==> src/rtl/rcc_pkg.sv <==
// Package: shared widths, word addresses and reset values for the ring
// counter. Assumes 16-bit register words and a 32-bit count.
package rcc_pkg;
    localparam int WORD_W = 16;
    localparam int CNT_W  = 2 * WORD_W;
    localparam int ADDR_W = 5;

    localparam logic [ADDR_W-1:0] A_MODE    = 5'd0;
    localparam logic [ADDR_W-1:0] A_CMD     = 5'd1;
    localparam logic [ADDR_W-1:0] A_RING_LO = 5'd2;
    localparam logic [ADDR_W-1:0] A_RING_HI = 5'd3;
    localparam logic [ADDR_W-1:0] A_PRE_LO  = 5'd4;
    localparam logic [ADDR_W-1:0] A_PRE_HI  = 5'd5;
    localparam logic [ADDR_W-1:0] A_CMP0_LO = 5'd6;
    localparam logic [ADDR_W-1:0] A_CNT_LO  = 5'd10;
    localparam logic [ADDR_W-1:0] A_CNT_HI  = 5'd11;
    localparam logic [ADDR_W-1:0] A_MAX_LO  = 5'd12;
    localparam logic [ADDR_W-1:0] A_MAX_HI  = 5'd13;
    localparam logic [ADDR_W-1:0] A_MIN_LO  = 5'd14;
    localparam logic [ADDR_W-1:0] A_MIN_HI  = 5'd15;
    localparam logic [ADDR_W-1:0] A_FLAGS   = 5'd16;
    localparam logic [ADDR_W-1:0] A_PINS    = 5'd17;
    localparam logic [ADDR_W-1:0] A_IDENT   = 5'd18;

    localparam logic [WORD_W-1:0] IDENT_VAL = 16'd4010;
    localparam logic [WORD_W-1:0] MODE_MAX  = 16'd11;
    localparam logic [CNT_W-1:0]  RING_DEF  = 32'd65536;
    localparam logic [CNT_W-1:0]  CMP_DEF   = 32'd32767;
    localparam logic [CNT_W-1:0]  PRE_DEF   = '0;

    // Word address of compare channel i, low (hi=0) or high (hi=1) half.
    function automatic logic [ADDR_W-1:0] cmp_addr(input int i, input int hi);
        return ADDR_W'(int'(A_CMP0_LO) + 2 * i + hi);
    endfunction
endpackage

==> src/rtl/rcc_sync.sv <==
// Module: multi-stage synchronizer with rising-edge detect for N pins.
// Assumes STAGES >= 2; each pin is an independent asynchronous level.
module rcc_sync #(
    parameter int N      = 3,
    parameter int STAGES = 2
) (
    input  logic         clk,
    input  logic         rst_n,
    input  logic [N-1:0] pin,
    output logic [N-1:0] lvl,
    output logic [N-1:0] rise
);
    for (genvar g = 0; g < N; g++) begin : g_pin
        logic [STAGES-1:0] sh;
        logic              prev;
        // Shift the pin through the chain and remember the last level.
        always_ff @(posedge clk) begin
            if (!rst_n) begin
                sh   <= '0;
                prev <= 1'b0;
            end else begin
                sh   <= {sh[STAGES-2:0], pin[g]};
                prev <= sh[STAGES-1];
            end
        end
        assign lvl[g]  = sh[STAGES-1];
        assign rise[g] = sh[STAGES-1] & ~prev;
    end
endmodule

==> src/rtl/rcc_core.sv <==
// Module: count register with priority loads and range-dependent wrap.
// Assumes the load controls are one-hot or idle in any given cycle,
// apart from a preset, which may coincide with a step.
module rcc_core
    import rcc_pkg::*;
(
    input  logic              clk,
    input  logic              rst_n,
    input  logic              dflt,
    input  logic              narrow,
    input  logic [CNT_W-1:0]  ring,
    input  logic              pre_ld,
    input  logic [CNT_W-1:0]  pre_val,
    input  logic              wr_lo,
    input  logic              wr_hi,
    input  logic [WORD_W-1:0] wdata,
    input  logic              up,
    input  logic              dn,
    output logic [CNT_W-1:0]  cnt_q,
    output logic [CNT_W-1:0]  cnt_nxt,
    output logic              chg
);
    localparam logic [CNT_W-1:0] RING_MAX = CNT_W'(1) << WORD_W;

    logic [CNT_W-1:0] ring_eff, top, inc_v, dec_v;

    // Clamp the ring length and derive the narrow-range top value.
    always_comb begin
        if (ring == '0)            ring_eff = CNT_W'(1);
        else if (ring > RING_MAX)  ring_eff = RING_MAX;
        else                       ring_eff = ring;
        top = ring_eff - CNT_W'(1);
    end

    // Next value for an up step and for a down step in either range.
    always_comb begin
        if (narrow) begin
            inc_v = (cnt_q >= top) ? '0 : cnt_q + CNT_W'(1);
            dec_v = (cnt_q == '0) ? top : cnt_q - CNT_W'(1);
        end else begin
            inc_v = cnt_q + CNT_W'(1);
            dec_v = cnt_q - CNT_W'(1);
        end
    end

    // Choose the next count: defaults, preset, word write, then step.
    always_comb begin
        cnt_nxt = cnt_q;
        if (dflt)                 cnt_nxt = '0;
        else if (pre_ld)          cnt_nxt = pre_val;
        else if (wr_lo || wr_hi) begin
            if (wr_lo) cnt_nxt[WORD_W-1:0]     = wdata;
            if (wr_hi) cnt_nxt[CNT_W-1:WORD_W] = wdata;
        end
        else if (up && !dn)       cnt_nxt = inc_v;
        else if (dn && !up)       cnt_nxt = dec_v;
        chg = (cnt_nxt != cnt_q);
    end

    // Hold the count.
    always_ff @(posedge clk) begin
        if (!rst_n) cnt_q <= '0;
        else        cnt_q <= cnt_nxt;
    end

    logic quiet;
    assign quiet = !dflt && !pre_ld && !wr_lo && !wr_hi;

    a_r3_wrap_up: assert property (@(posedge clk) disable iff (!rst_n)
        (quiet && !narrow && up && !dn && cnt_q == 32'h7FFF_FFFF) |=> cnt_q == 32'h8000_0000);
    a_r3_wrap_dn: assert property (@(posedge clk) disable iff (!rst_n)
        (quiet && !narrow && dn && !up && cnt_q == 32'h8000_0000) |=> cnt_q == 32'h7FFF_FFFF);
    a_r4_top_to_zero: assert property (@(posedge clk) disable iff (!rst_n)
        (quiet && narrow && up && !dn && cnt_q == top) |=> cnt_q == '0);
    a_r2_both_hold: assert property (@(posedge clk) disable iff (!rst_n)
        (quiet && up && dn) |=> $stable(cnt_q));
    a_r5_preset_load: assert property (@(posedge clk) disable iff (!rst_n)
        (!dflt && pre_ld) |=> cnt_q == $past(pre_val));
endmodule

==> src/rtl/rcc_track.sv <==
// Module: running signed maximum and minimum of the count.
// Assumes cnt_nxt/chg describe the value the count takes at the next edge.
module rcc_track
    import rcc_pkg::*;
(
    input  logic              clk,
    input  logic              rst_n,
    input  logic              dflt,
    input  logic              chg,
    input  logic [CNT_W-1:0]  cnt_nxt,
    input  logic              wr_max_lo,
    input  logic              wr_max_hi,
    input  logic              wr_min_lo,
    input  logic              wr_min_hi,
    input  logic [WORD_W-1:0] wdata,
    output logic [CNT_W-1:0]  max_q,
    output logic [CNT_W-1:0]  min_q
);
    // Update the maximum from writes or a larger new count.
    always_ff @(posedge clk) begin
        if (!rst_n || dflt)  max_q <= '0;
        else if (wr_max_lo)  max_q[WORD_W-1:0] <= wdata;
        else if (wr_max_hi)  max_q[CNT_W-1:WORD_W] <= wdata;
        else if (chg && ($signed(cnt_nxt) > $signed(max_q))) max_q <= cnt_nxt;
    end

    // Update the minimum from writes or a smaller new count.
    always_ff @(posedge clk) begin
        if (!rst_n || dflt)  min_q <= '0;
        else if (wr_min_lo)  min_q[WORD_W-1:0] <= wdata;
        else if (wr_min_hi)  min_q[CNT_W-1:WORD_W] <= wdata;
        else if (chg && ($signed(cnt_nxt) < $signed(min_q))) min_q <= cnt_nxt;
    end

    a_r7_max_bound: assert property (@(posedge clk) disable iff (!rst_n)
        (!dflt && chg && !wr_max_lo && !wr_max_hi) |=> $signed(max_q) >= $signed($past(cnt_nxt)));
    a_r7_min_bound: assert property (@(posedge clk) disable iff (!rst_n)
        (!dflt && chg && !wr_min_lo && !wr_min_hi) |=> $signed(min_q) <= $signed($past(cnt_nxt)));
endmodule

==> src/rtl/rcc_cmp.sv <==
// Module: one compare channel with a sticky hit flag.
// Assumes clear and default commands are single-cycle pulses.
module rcc_cmp
    import rcc_pkg::*;
(
    input  logic             clk,
    input  logic             rst_n,
    input  logic             dflt,
    input  logic             clr,
    input  logic [CNT_W-1:0] cnt,
    input  logic [CNT_W-1:0] val,
    output logic             hit
);
    // Set on equality, hold until cleared; clear beats a match.
    always_ff @(posedge clk) begin
        if (!rst_n || dflt) hit <= 1'b0;
        else if (clr)       hit <= 1'b0;
        else if (cnt == val) hit <= 1'b1;
    end

    a_r9_clear: assert property (@(posedge clk) disable iff (!rst_n)
        clr |=> !hit);
    a_r8_sticky: assert property (@(posedge clk) disable iff (!rst_n)
        (hit && !clr && !dflt) |=> hit);
    a_r8_set: assert property (@(posedge clk) disable iff (!rst_n)
        (!clr && !dflt && cnt == val) |=> hit);
endmodule

==> src/rtl/ring_cmp_counter.sv <==
// Module: top of the ring counter. Holds the configuration words, decodes
// register writes and commands, and muxes read data.
// Assumes one register access per cycle and NUM_CMP <= 2 for the word map.
module ring_cmp_counter
    import rcc_pkg::*;
#(
    parameter int SYNC_STAGES = 2,
    parameter int NUM_CMP     = 2
) (
    input  logic              clk,
    input  logic              rst_n,
    input  logic              up_pin,
    input  logic              dn_pin,
    input  logic              pre_pin,
    input  logic              reg_wr,
    input  logic [ADDR_W-1:0] reg_addr,
    input  logic [WORD_W-1:0] reg_wdata,
    output logic [WORD_W-1:0] reg_rdata,
    output logic [NUM_CMP-1:0] cmp_hit
);
    localparam int NPIN = 3;

    logic [NPIN-1:0]   lvl, rise;
    logic [3:0]        mode_q;
    logic [CNT_W-1:0]  ring_q, pre_q, cnt_q, cnt_nxt, max_q, min_q;
    logic [CNT_W-1:0]  cmp_val_q [NUM_CMP];
    logic              chg, dflt, cmd_wr, pre_ld;
    logic [NUM_CMP-1:0] clr;

    rcc_sync #(.N(NPIN), .STAGES(SYNC_STAGES)) u_sync (
        .clk(clk), .rst_n(rst_n), .pin({pre_pin, dn_pin, up_pin}),
        .lvl(lvl), .rise(rise)
    );

    // Decode mode writes (defaults reload) and command pulses.
    always_comb begin
        dflt   = reg_wr && (reg_addr == A_MODE) && (reg_wdata <= MODE_MAX);
        cmd_wr = reg_wr && (reg_addr == A_CMD);
        pre_ld = rise[2] || (cmd_wr && reg_wdata[0]);
    end

    // Hold the mode word.
    always_ff @(posedge clk) begin
        if (!rst_n)    mode_q <= '0;
        else if (dflt) mode_q <= reg_wdata[3:0];
    end

    // Hold the ring length.
    always_ff @(posedge clk) begin
        if (!rst_n || dflt) ring_q <= RING_DEF;
        else if (reg_wr && reg_addr == A_RING_LO) ring_q[WORD_W-1:0] <= reg_wdata;
        else if (reg_wr && reg_addr == A_RING_HI) ring_q[CNT_W-1:WORD_W] <= reg_wdata;
    end

    // Hold the preset data.
    always_ff @(posedge clk) begin
        if (!rst_n || dflt) pre_q <= PRE_DEF;
        else if (reg_wr && reg_addr == A_PRE_LO) pre_q[WORD_W-1:0] <= reg_wdata;
        else if (reg_wr && reg_addr == A_PRE_HI) pre_q[CNT_W-1:WORD_W] <= reg_wdata;
    end

    for (genvar i = 0; i < NUM_CMP; i++) begin : g_cmp
        // Hold compare value i.
        always_ff @(posedge clk) begin
            if (!rst_n || dflt) cmp_val_q[i] <= CMP_DEF;
            else if (reg_wr && reg_addr == cmp_addr(i, 0)) cmp_val_q[i][WORD_W-1:0] <= reg_wdata;
            else if (reg_wr && reg_addr == cmp_addr(i, 1)) cmp_val_q[i][CNT_W-1:WORD_W] <= reg_wdata;
        end
        assign clr[i] = cmd_wr && reg_wdata[1+i];

        rcc_cmp u_cmp (
            .clk(clk), .rst_n(rst_n), .dflt(dflt), .clr(clr[i]),
            .cnt(cnt_q), .val(cmp_val_q[i]), .hit(cmp_hit[i])
        );
    end

    rcc_core u_core (
        .clk(clk), .rst_n(rst_n), .dflt(dflt), .narrow(mode_q[0]),
        .ring(ring_q), .pre_ld(pre_ld), .pre_val(pre_q),
        .wr_lo(reg_wr && reg_addr == A_CNT_LO),
        .wr_hi(reg_wr && reg_addr == A_CNT_HI),
        .wdata(reg_wdata), .up(rise[0]), .dn(rise[1]),
        .cnt_q(cnt_q), .cnt_nxt(cnt_nxt), .chg(chg)
    );

    rcc_track u_track (
        .clk(clk), .rst_n(rst_n), .dflt(dflt), .chg(chg), .cnt_nxt(cnt_nxt),
        .wr_max_lo(reg_wr && reg_addr == A_MAX_LO),
        .wr_max_hi(reg_wr && reg_addr == A_MAX_HI),
        .wr_min_lo(reg_wr && reg_addr == A_MIN_LO),
        .wr_min_hi(reg_wr && reg_addr == A_MIN_HI),
        .wdata(reg_wdata), .max_q(max_q), .min_q(min_q)
    );

    // Return the word selected by reg_addr; unmapped words read zero.
    always_comb begin
        reg_rdata = '0;
        case (reg_addr)
            A_MODE:    reg_rdata = WORD_W'(mode_q);
            A_RING_LO: reg_rdata = ring_q[WORD_W-1:0];
            A_RING_HI: reg_rdata = ring_q[CNT_W-1:WORD_W];
            A_PRE_LO:  reg_rdata = pre_q[WORD_W-1:0];
            A_PRE_HI:  reg_rdata = pre_q[CNT_W-1:WORD_W];
            A_CNT_LO:  reg_rdata = cnt_q[WORD_W-1:0];
            A_CNT_HI:  reg_rdata = cnt_q[CNT_W-1:WORD_W];
            A_MAX_LO:  reg_rdata = max_q[WORD_W-1:0];
            A_MAX_HI:  reg_rdata = max_q[CNT_W-1:WORD_W];
            A_MIN_LO:  reg_rdata = min_q[WORD_W-1:0];
            A_MIN_HI:  reg_rdata = min_q[CNT_W-1:WORD_W];
            A_FLAGS:   reg_rdata = WORD_W'(cmp_hit);
            A_PINS:    reg_rdata = WORD_W'(lvl);
            A_IDENT:   reg_rdata = IDENT_VAL;
            default:   reg_rdata = '0;
        endcase
        for (int i = 0; i < NUM_CMP; i++) begin
            if (reg_addr == cmp_addr(i, 0)) reg_rdata = cmp_val_q[i][WORD_W-1:0];
            if (reg_addr == cmp_addr(i, 1)) reg_rdata = cmp_val_q[i][CNT_W-1:WORD_W];
        end
    end

    a_r10_defaults: assert property (@(posedge clk) disable iff (!rst_n)
        dflt |=> (ring_q == RING_DEF && pre_q == PRE_DEF && cnt_q == '0 && cmp_hit == '0));
    a_r10_bad_mode: assert property (@(posedge clk) disable iff (!rst_n)
        (reg_wr && reg_addr == A_MODE && reg_wdata > MODE_MAX) |=> $stable(mode_q));
endmodule

==> config.mk <==
export PLATFORM = sky130hd
export DESIGN_NAME = ring_cmp_counter
export DESIGN_NICKNAME = d
export VERILOG_FILES = /design/src/rtl/rcc_pkg.sv /design/src/rtl/rcc_sync.sv /design/src/rtl/rcc_core.sv /design/src/rtl/rcc_track.sv /design/src/rtl/rcc_cmp.sv /design/src/rtl/ring_cmp_counter.sv
export SDC_FILE = /design/constraint.sdc
export NUM_CORES = 1
export LEC_CHECK = 0
export BUFFER_PORTS_ARGS = -buffer_cell sky130_fd_sc_hd__buf_2
export CELL_PAD_IN_SITES_DETAIL_PLACEMENT = 1
export CELL_PAD_IN_SITES_GLOBAL_PLACEMENT = 2
export CORE_ASPECT_RATIO = 1.5
export CORE_MARGIN = 5
export CORE_UTILIZATION = 35
export CTS_BUF_LIST = sky130_fd_sc_hd__clkbuf_4 sky130_fd_sc_hd__clkbuf_8 sky130_fd_sc_hd__clkbuf_16
export DETAILED_ROUTE_END_ITERATION = 12
export PLACE_DENSITY = 0.87
export SETUP_SLACK_MARGIN = 0.15
export SYNTH_ARGS = -nofsm -noshare
export SYNTH_HDL_FRONTEND = slang
export SYNTH_SLANG_ARGS = --single-unit
==> constraint.sdc <==
create_clock -name clk -period 6.7 [get_ports clk]
set_input_delay 0.67 -clock clk [delete_from_list [all_inputs] [get_ports clk]]
set_output_delay 0.67 -clock clk [all_outputs]
set_load 0.01 [all_outputs]
* After elaboration in Yosys (flattened, before gate mapping) *
Memories as Yosys holds them, arrays and structs flattened.
Cells that the tools add are included.

operators by class
  eq/ne operators = 23
  $add $sub $neg = 3
  muxes and demuxes = 46
  reductions and logical operators = 45
  bitwise operators = 14
  $lt $le $gt $ge = 5

operators by type and width
  operator               number
  $mux 32                13
  $mux 16                16
  $pmux 16 s14           1
  $eq 32x32->1           2
  $logic_not 32->1       2
  $sub 32x1->32 const B  2
  $eq 5x4->1 const B     8
  $add 32x1->32 const B  1
  $ge 32x32->1           1
  $gt 32x17->1 const B   1
  $gt 32x32->1           1
  $lt 32x32->1           1
  $ne 32x32->1           1
  $logic_and 1x1->1      24
  $eq 5x3->1 const B     4
  $le 16x4->1 const B    1
  $mux 1                 16
  $eq 5x5->1 const B     3
  $reduce_and 2->1       6
  $eq 5x2->1 const B     2
  $reduce_bool 2->1      4
  $not 1->1              7
  $eq 5x1->1 const B     1
  $logic_not 5->1        1
  other kinds (6)        17

storage, ports and cells
  output and inout port bits = 18
  memories kept = 1
  logic and storage cells = 155
  flip-flop bits (word level) = 175
  bits in writable memories = 64
  bits of input ports = 27

memory list
  name       words  width  rd ports  clocked after Yosys merged registers in  wr ports  line                    RTL
  cmp_val_q  2      32     2         0                                        2         ring_cmp_counter.sv:26  logic [CNT_W-1:0] cmp_val_q [NUM_CMP];

* Longest topological paths before layout *
Gate-level depths: netlist of run 1.

  depth after elaboration = 16
  mapped depth = 38
  mapped depth without buffers = 33

* Hierarchy *
From an unflattened synthesis of run 1, not the netlist that was laid out.

second synthesis, totals
  cells, all modules = 2590
  area total of the unflattened synthesis = 20498.4 um^2

by module, submodules not included
  module            cells an instance  area an instance (um^2)  sequential area each (um^2)  instances
  rcc_core          1097               7343.3                   640.6                        1
  ring_cmp_counter  790                7079.3                   3283.1                       1
  rcc_track         589                5032.3                   1281.2                       1
  rcc_cmp           45                 382.9                    20.0                         2
  rcc_sync          24                 277.8                    180.2                        1

* Worst setup path before layout of run 1 *
OpenSTA, ideal clock, no wires.

  path type = register to register
  start point = register ring_q[8]
  end point = register u_track.max_q[18]
  required time = 6.628 ns
  data arrival time = 7.311 ns
  library setup time = 0.072 ns
  setup slack = -0.682 ns
  cell stages (with the launch flop) = 36
  path buffers = 6
  cell sequence = dfxtp_1 -> clkbuf_1 -> nor4_2 -> a41o_1 -> and3_1 -> clkbuf_1 -> nand2_1 -> ha_1 -> clkbuf_1 -> o21ai_0 -> mux2i_1 -> a21oi_1 -> ha_1 -> o2111ai_1 -> a2111oi_0 -> o221ai_1 -> nand2_1 -> clkbuf_1 -> clkbuf_1 -> nor2_1 -> o21ai_0 -> inv_1 -> ha_1 -> a21o_1 -> a21o_1 -> a21oi_1 -> nor2b_1 -> o21ai_0 -> nand2_1 -> a211oi_1 -> nor2_1 -> nor3_1 -> nor3_2 -> o21ai_4 -> buf_8 -> mux2i_1

on the way
  cells in the longest elaborated chain, start to end = 15

RTL lines
  item                                                 line                             RTL
  start: declaration                                   ring_cmp_counter.sv:25           logic [CNT_W-1:0] ring_q, pre_q, cnt_q, cnt_nxt, max_q, min_q;
  start signal: indexed assignment                     ring_cmp_counter.sv:51           else if (reg_wr && reg_addr == A_RING_LO) ring_q[WORD_W-1:0] <= reg_wdata;
  start signal: indexed assignment                     ring_cmp_counter.sv:52           else if (reg_wr && reg_addr == A_RING_HI) ring_q[CNT_W-1:WORD_W] <= reg_wdata;
  $gt 32x17->1                                         rcc_core.sv:30                   else if (ring > RING_MAX) ring_eff = RING_MAX;
  $mux 32                                              rcc_core.sv:30
  $mux 32 *                                            rcc_core.sv:29                   if (ring == '0) ring_eff = CNT_W'(1);
  $sub 32x1->32 *                                      rcc_core.sv:32                   top = ring_eff - CNT_W'(1);
  $ge 32x32->1 / $mux 32 (equally long branches)       rcc_core.sv:38, rcc_core.sv:39
  $mux 32, on equally long branches                    rcc_core.sv:38, rcc_core.sv:37
  $mux 32, on equally long branches                    rcc_core.sv:37, rcc_core.sv:56
  $mux 32 *                                            rcc_core.sv:55                   else if (up && !dn) cnt_nxt = inc_v;
  $mux 32 *                                            rcc_core.sv:51                   else if (wr_lo || wr_hi) begin
  $mux 32 *                                            rcc_core.sv:50                   else if (pre_ld) cnt_nxt = pre_val;
  $mux 32 *                                            rcc_core.sv:49                   if (dflt) cnt_nxt = '0;
  named net cnt_nxt[24]                                ring_cmp_counter.sv:25
  $gt 32x32->1 / $ne 32x32->1 (equally long branches)  rcc_track.sv:24, rcc_core.sv:57
  $logic_and 1x1->1 *                                  rcc_track.sv:24                  else if (chg && ($signed(cnt_nxt) > $signed(max_q))) max_q <= cnt_nxt;
  $reduce_bool 2->1 (no line) *                        n/a
  $reduce_and 2->1 (no line) *                         n/a
  end signal: indexed assignment                       rcc_track.sv:22                  else if (wr_max_lo) max_q[WORD_W-1:0] <= wdata;
  end signal: indexed assignment                       rcc_track.sv:23                  else if (wr_max_hi) max_q[CNT_W-1:WORD_W] <= wdata;
  end signal: assignment                               rcc_track.sv:24
  end: declaration                                     rcc_track.sv:16                  output logic [CNT_W-1:0] max_q,

Mark *: on every way through the listed nets, which the timed path passes. The rest lies on a longest branch. The select of a mux whose other input is x is not followed.
A chain may end at the register's enable or synchronous reset.

* Worst setup path after layout of run 1 *
  start point = register ring_q[18]
  end point = register u_track.min_q[4]

on the way
  cells in the longest elaborated chain, start to end = 15

RTL lines
  item                                                 line                             RTL
  $gt 32x17->1                                         rcc_core.sv:30
  $mux 32                                              rcc_core.sv:30
  $mux 32 *                                            rcc_core.sv:29
  $sub 32x1->32 *                                      rcc_core.sv:32
  $ge 32x32->1 / $mux 32 (equally long branches)       rcc_core.sv:38, rcc_core.sv:39
  $mux 32, on equally long branches                    rcc_core.sv:38, rcc_core.sv:37
  $mux 32, on equally long branches                    rcc_core.sv:37, rcc_core.sv:56
  $mux 32 *                                            rcc_core.sv:55
  $mux 32 *                                            rcc_core.sv:51
  $mux 32 *                                            rcc_core.sv:50
  $mux 32 *                                            rcc_core.sv:49
  named net cnt_nxt[6]                                 ring_cmp_counter.sv:25
  $lt 32x32->1 / $ne 32x32->1 (equally long branches)  rcc_track.sv:32, rcc_core.sv:57
  $logic_and 1x1->1 *                                  rcc_track.sv:32                  else if (chg && ($signed(cnt_nxt) < $signed(min_q))) min_q <= cnt_nxt;
  $reduce_bool 2->1 (no line) *                        n/a
  $reduce_and 2->1 (no line) *                         n/a
  end signal: indexed assignment                       rcc_track.sv:30                  else if (wr_min_lo) min_q[WORD_W-1:0] <= wdata;
  end signal: indexed assignment                       rcc_track.sv:31                  else if (wr_min_hi) min_q[CNT_W-1:WORD_W] <= wdata;
  end signal: assignment                               rcc_track.sv:32
  end: declaration                                     rcc_track.sv:17                  output logic [CNT_W-1:0] min_q

Marked as above.

==> results.md, run 1 <==
- CTS H-tree lvls: 1
- DRC viols: 0
- EDFF count, synth: 64
- Placed cell area: 22,960 um2
- Root Buffer: clkbuf_16
- FILL cells: 6,766
- TritonCTS clock tree: built
- Core Rows: 106
- IO Port Bufs: 44
- Max frequency: 144.9 MHz
- RSZ-0062 raised after global routing: true
- Yosys top cell by area: dfxtp_1
- Leak Pwr: 9.715 nW
- Cells after Synth: 2,607
- Worst Tran Pin Value: 1248 ps
- Post-synth top area share: 17.88%
- Largest stage delay, worst path: 370 ps
- Worst path required time: 7110 ps
- Die area: 60,900 um2
- Chip width: 203.2 um
- Maximum vdd drop: 0.3406 mV
- Final WS setup: -202.4 ps
- Pin count of the biggest net entering global routing: 87
- Synth unique cells: 96
- Starting Density: 35.25%
- Clock Latency Late Sink: 590 ps
- Initial antenna violation count: 7
- Detailed-route via count: 24,700
- WP data arrival: 7320 ps
- Max-cap violations: 0
- Placeable Area: 55,570 um2
- Setup violators final: 64
- Post-DP HPWL: 108,200 um
- Share of layout cells above drive strength 1: 24.46%
- Reg2Reg Setup Slack: -200 ps
- Routed len/inst: 39.76 um
- Crit. End Element: flop
- Post-CTS Hold Fix Bufs: 0
- Async SR Flop Fraction: 0%
- Grt total ovfl: 0
- Failing checks: setup timing
- Non-Filler Instances: 3,616
- Vias in the first global route: 24,840
- Net count, final: 3,011
- FF/Latch Area: 5429 um2
- PwrDens: 279.8 nW/um2
- Design area: 25,030 um2
- CP max FO: 8
- Total Wirelength: 143,800 um
- Placed cell count: 3,515
- Die Ht: 299.8 um
- Primary FF master, synth: dfxtp_1
- YS warnings: 0
- Seq/Total Area, Yosys: 27.69%
- Max transition margin: 16.13%
- DRT Pass-1 Iters: 6
- Mean Syn Cell Area: 7.515 um2
- Gr usage total: 45.22%
- First-pass GRT wire length: 195,400 um
- CTS sink cnt: 239
- Setup WS pre-CTS: -841.3 ps
- Status: complete, but fails checks
- Syn Std Cell Area: 19,590 um2
- Hold Path Cell Cnt: 2
- DR vias/cell: 6.830
- Ports: 45
- Seq cells post-synth: 239
- Setup TNS: -5412 ps
- Number of CTS-inserted buffers: 27
- DRT iter0 DRCs: 2,715
- HP Start: dn_pin
- Final hold violations: 0
- Gp weighted congestion: 1.084
- Crit Path Class: flop to flop
- Period utilisation layout: 103.0%
- Worst Setup SP: ring_q[18]
- ANT nets after route: 0
- Reg2Reg Depth: 35
- Setup Skew: 23.85 ps
- Hold WC Path Type: input pin to flop
- Area contributors post-synth: dfxtp_1 (18%), edfxtp_1 (9.8%), nand2_1 (7.4%)
- Fin crit period: 6902 ps
- Area occupied by multi-input gates: 13,720 um2
- CP max-delay cell: o221a_2
- Final max-slew violation count: 0
- Clock transition at path regs: 70 ps
- CTS max path bufs: 3
- Power Total: 7.002 mW
- CP startpoint kind: flop
- Area growth syn-to-layout: 27.74%
- Reg2reg start: ring_q[18]
[final cells by class]
type	instances	area share [%]
well taps	702	3.510
flip-flops and latches	239	21.69
clock buffers	32	2.850
diodes	7	0.06999
multi-input cells	2046	54.82
inverters	117	1.755
clock inverters	17	0.7649
repair buffers	456	14.54
[flip-flops by register name (all words and copies together), names as in the netlist]
signal and flops:
pre_q 32, mode_q 4, u_sync.g_pin.prev 3, g_cmp.u_cmp.hit 2
ring_q 32, u_track.max_q 32, u_core.cnt_q 32, cmp_val_q 64
u_track.min_q 32, u_sync.g_pin.sh 6
[kinds of logic (layout without fill, tap and decap cells)]
family	after synthesis	count (layout)	share of synthesized area [%]
DFF	239	239	27.69
AOI/OAI and AO/OA	704	704	23.78
muxes	80	80	4.138
buffers and inverters	329	622	6.693
and+or+nand+nor	1049	1049	26.64
adders and majority gates	98	98	6.246
other	1	15	0.01914
xor gates and xnor gates	107	107	4.784
[cells in the mapped netlist (55+ instances only)]
cell type	number
nand2_1	384
clkbuf_1	158
nand4_1	79
and2_1	55
inv_1	113
xnor2_1	98
dfxtp_1	175
nand3_1	68
a21oi_1	209
ha_1	97
a22oi_1	66
nor3_1	83
nor2_1	159
mux2i_1	72
edfxtp_1	64
o21ai_0	130
[layer usage]
layer | vias to the layer above | track usage (%) | wire length [um]
li1 | 10110 | - | -
met4 | 4 | 46.81 | 19480
met1 | 12210 | 48.63 | 48530
met5 | - | 0 | 28
met3 | 729 | 7.487 | 11000
met2 | 1646 | 72.71 | 64750
[layout by cell type (no fill, tap or decap), types with 13 or more instances in the layout]
cell,synthesis,routed
o31ai_1,19,17
a31oi_1,31,31
and4_1,16,14
inv_1,113,112
ha_1,97,87
edfxtp_1,64,64
nand3_1,68,67
or3_1,25,25
a221oi_2,6,13
mux2i_1,72,69
a211oi_1,26,22
nor3_2,3,16
xnor2_1,98,97
nand2b_1,14,13
a21o_1,13,13
o21ai_0,130,118
nor3_1,83,68
clkbuf_16,0,28
o22ai_1,32,32
buf_12,0,16
nor2b_1,16,13
nand2_1,384,376
o211ai_1,22,22
or2_2,35,34
dfxtp_1,175,172
buf_4,3,375
nor2_2,0,14
nor2_1,159,140
a21oi_1,209,189
and2_1,55,55
a22oi_1,66,66
nor4_1,53,47
a21oi_2,0,17
buf_6,4,18
a221oi_1,23,14
nand4_1,79,79
buf_2,18,44
or4_1,13,13
[through the flow]
| step | utilization [%] | hold WS [ps] |
|---|---|---|
| 6_report | 45.04 | 300.1 |
| 3_5_place_dp | 41.32 | 427.4 |
| 2_1_floorplan | - | 411.9 |
| 3_3_place_gp | 41.32 | 415.4 |
| 5_1_grt | 45.00 | 305.7 |
| 4_1_cts | 44.50 | 285.5 |
[power breakdown]
| group | switching, mW | internal [mW] |
|---|---|---|
| logic | 1.95 | 1.58 |
| registers | 0.245 | 1.62 |
| clock network | 0.719 | 0.886 |
[worst paths after layout]
| check | to |
|---|---|
| max | u_track.min_q[4] |
| min | u_sync.g_pin[1].sh[0] |
| max reg2reg | u_track.min_q[4] |
| min reg2reg | u_sync.g_pin[1].sh[1] |
[repair_timing]
| action | 4_1_cts | 5_1_grt |
|---|---|---|
| cloned | 2 | 1 |
| gates resized for setup | 118 | 40 |
| endpoints found under the setup margin | 64 | 64 |
| pin swaps | 72 | 56 |
| setup buffers | 32 | 11 |
[critical path: cells and delay by family (launching register included)]
family | cells | cell delay (ps)
and+or+nand+nor | 13 | 2130
DFF | 1 | 340
adders and majority gates | 3 | 640
muxes | 1 | 220
buffers and inverters | 7 | 1040
AOI/OAI and AO/OA | 11 | 2370
Power figures use the tool's default switching activity.
==> run 2: changes to the inputs <==
--- a/config.mk
+++ b/config.mk
@@ -13,8 +13,10 @@
 export CORE_UTILIZATION = 35
 export CTS_BUF_LIST = sky130_fd_sc_hd__clkbuf_4 sky130_fd_sc_hd__clkbuf_8 sky130_fd_sc_hd__clkbuf_16
 export DETAILED_ROUTE_END_ITERATION = 12
+export GPL_TIMING_DRIVEN = 0
 export PLACE_DENSITY = 0.87
 export SETUP_SLACK_MARGIN = 0.15
+export SLEW_MARGIN = 10
 export SYNTH_ARGS = -nofsm -noshare
 export SYNTH_HDL_FRONTEND = slang
 export SYNTH_SLANG_ARGS = --single-unit
==> run 2 against run 1 <==
The run still ends with setup timing left. Clock power about the same. Count of clock-buffer cells in the layout increased by 12. Die area unchanged. Sequential power about the same. Hold slack got worse by 15 ps. First-iteration DRC count increased by 12%. Combinational power about the same. Critical endpoint is now u_track.min_q[30]. Largest cell class unchanged. Highest routed layer unchanged.
==> results.md, run 2 (same netlist as run 1, synthesis figures left out) <==
- Initial antenna violation count: 18 (was 7)
- Vias in the first global route: 24,540 (was 24,840)
- Clock transition at path regs: 70 ps (about the same)
- CTS max path bufs: 3 (unchanged)
- Root Buffer: clkbuf_16 (unchanged)
- Most frequent cells in the layout: nand2_1 (379), a21oi_1 (184), dfxtp_1 (161) (was nand2_1 (376), buf_4 (375), a21oi_1 (189))
- Worst setup path end: u_track.min_q[30] (was u_track.min_q[4])
- DRT iter0 DRCs: 3,053 (was 2,715)
- Setup violators final: 65 (was 64)
- Worst Setup SP: u_core.cnt_q[1] (was ring_q[18])
- Failing checks: setup timing (unchanged)
- Fin crit period: 7432 ps (was 6902 ps)
- Gr usage total: 47.74% (was 45.22%)
- Routed len/inst: 43.31 um (was 39.76 um)
- Reg2Reg Depth: 19 (was 35)
- Die Ht: 299.8 um (unchanged)
- Reg2reg start: u_core.cnt_q[1] (was ring_q[18])
- Most flop-heavy register: cmp_val_q (unchanged)
- TritonCTS clock tree: built (unchanged)
- Max transition margin: 3.416% (was 16.13%)
- Placeable Area: 55,570 um2 (unchanged)
- Starting Density: 35.25% (unchanged)
- Sw Pwr: 2.970 mW (was 2.914 mW)
- Leak Pwr: 8.829 nW (was 9.715 nW)
- RSZ-0062 raised after global routing: true (unchanged)
- Max frequency: 134.5 MHz (was 144.9 MHz)
- Reg-to-Reg End: u_track.min_q[30] (was u_track.min_q[4])
- Worst path required time: 7220 ps (was 7110 ps)
- CTS H-tree lvls: 1 (unchanged)
- Non-Filler Instances: 3,529 (was 3,616)
- Setup Skew: 18.38 ps (was 23.85 ps)
- Reg2Reg Setup Slack: -730 ps (was -200 ps)
- Ports: 45 (unchanged)
- Logic gate share of total power: 50.7% (was 50.5%)
- DR vias/cell: 7.106 (was 6.830)
- CP max FO: 10 (was 8)
- Share of layout cells above drive strength 1: 17.82% (was 24.46%)
- Gp weighted congestion: 1.052 (was 1.084)
- Detailed-route via count: 25,080 (was 24,700)
- ANT nets after route: 0 (unchanged)
- Final max-slew violation count: 0 (unchanged)
- Commonest non-fill, non-tap cell in the layout: nand2_1 (unchanged)
- Clock Latency Late Sink: 600 ps (was 590 ps)
- Area growth syn-to-layout: 23.16% (was 27.74%)
- Grt total ovfl: 0 (unchanged)
- Worst Tran Pin Value: 1438 ps (was 1248 ps)
- IO Port Bufs: 31 (was 44)
- Hold WC Path Type: input pin to flop (unchanged)
- Post-DP HPWL: 113,900 um (was 108,200 um)
- Final core utilization: 43.42% (was 45.04%)
- Die area: 60,900 um2 (unchanged)
- Flip-flop count of the largest register, all copies and words added: 64 (unchanged)
- WP data arrival: 7950 ps (was 7320 ps)
- Core Rows: 106 (unchanged)
- DRC viols: 0 (unchanged)
- Switching part of the total: 42.59% (was 41.62%)
- Placed cell count: 3,351 (was 3,515)
- Sequential Power Share: 26.2% (was 26.6%)
- Internal: 4.003 mW (was 4.088 mW)
- Max-cap violations: 0 (unchanged)
- PwrDens: 289.0 nW/um2 (was 279.8 nW/um2)
- Pin count of the biggest net entering global routing: 17 (was 87)
- Number of CTS-inserted buffers: 28 (was 27)
- Chip width: 203.2 um (unchanged)
- Maximum vdd drop: 0.3276 mV (was 0.3406 mV)
- Status: complete, but fails checks (unchanged)
- Period utilisation layout: 110.9% (was 103.0%)
- Crit Path Class: flop to flop (unchanged)
- Final WS setup: -732.5 ps (was -202.4 ps)
- First-pass GRT wire length: 203,200 um (was 195,400 um)
- Net count, final: 2,919 (was 3,011)
- Crit. End Element: flop (unchanged)
- Total Wirelength: 152,800 um (was 143,800 um)
- CTS sink cnt: 239 (unchanged)
- CP startpoint kind: flop (unchanged)
- DRT Pass-1 Iters: 7 (was 6)
- Final hold violations: 0 (unchanged)
- Clock power share: 23.1% (was 22.9%)
run 2: per-stage QoR:
stage	hold WS [ps]	TNS (ps)	area, um2	setup slack [ps]	total power, mW
2_1_floorplan	411.9	0	19740	188.7	3.352
3_3_place_gp	412.5	-232300	20770	-3741	4.211
3_5_place_dp	428.8	-235920	20850	-3859	4.280
4_1_cts	284.4	-22540	23320	-419.3	6.429
5_1_grt	294.3	-48220	24110	-821.0	7.077
6_report	285.1	-40800	24130	-732.5	6.973
run 2: worst min path at each step:
stage | cells past startpoint | startpoint | end
after floorplan | 1 | u_sync.g_pin[0].sh[0] | u_sync.g_pin[0].sh[1]
after global placement | 1 | u_sync.g_pin[1].sh[0] | u_sync.g_pin[1].sh[1]
after CTS | 2 | dn_pin | u_sync.g_pin[1].sh[0]
final | 2 | dn_pin | u_sync.g_pin[1].sh[0]
after detailed placement | 1 | u_sync.g_pin[0].sh[0] | u_sync.g_pin[0].sh[1]
after global routing | 2 | up_pin | u_sync.g_pin[0].sh[0]
run 2: area by class of cell:
| type | instances | area (um2) |
|---|---|---|
| buffer | 212 | 1086 |
| clock buffer | 44 | 875.8 |
| fill | 6694 | 31440 |
| inverter | 117 | 442.9 |
| antenna | 10 | 25.02 |
| tap | 702 | 878.3 |
| multi-input combinational | 2046 | 14020 |
| timing repair buffer | 151 | 1305 |
| clock inverter | 8 | 46.29 |
| sequential | 239 | 5448 |
run 2: power by group through the flow:
stage	Combinational, mW	Sequential, mW	Clock, mW
2_1_floorplan	1.63	1.72	0
3_3_place_gp	2.38	1.83	0
3_5_place_dp	2.44	1.84	0
4_1_cts	3.03	1.81	1.60
5_1_grt	3.60	1.82	1.65
6_report	3.53	1.83	1.61
run 2: repair_timing:
| action | in CTS | in global routing |
|---|---|---|
| hold buffers | 0 | 0 |
| resized for setup | 203 | 93 |
| pin swaps | 69 | 63 |
| setup endpoints to repair | 109 | 71 |
| gates cloned | 2 | 4 |
| buffers inserted | 74 | 32 |
run 2: critical path: stages, from the launching register on:
cell	delay (ps)
dfxtp_1	390
clkbuf_2	430
clkinvlp_4	430
ha_1	210
nor4bb_4	540
nand4_1	490
nor3_4	260
buf_4	280
buf_4	280
o31ai_1	200
o211a_1	280
nor4_1	760
nand4_1	340
nor4_2	490
nand4_1	260
nor3_4	750
nor3_2	160
o21ai_4	340
clkbuf_16	230
mux2i_1	190
run 2: per-layer routing:
layer  vias up  wire length, um  GRT usage (%)
met5         -               53         0.1623
met1     12370            49680          48.61
met4         4            21430          49.93
met3       908            14030          13.55
li1       9937                -              -
met2      1861            67640          75.56
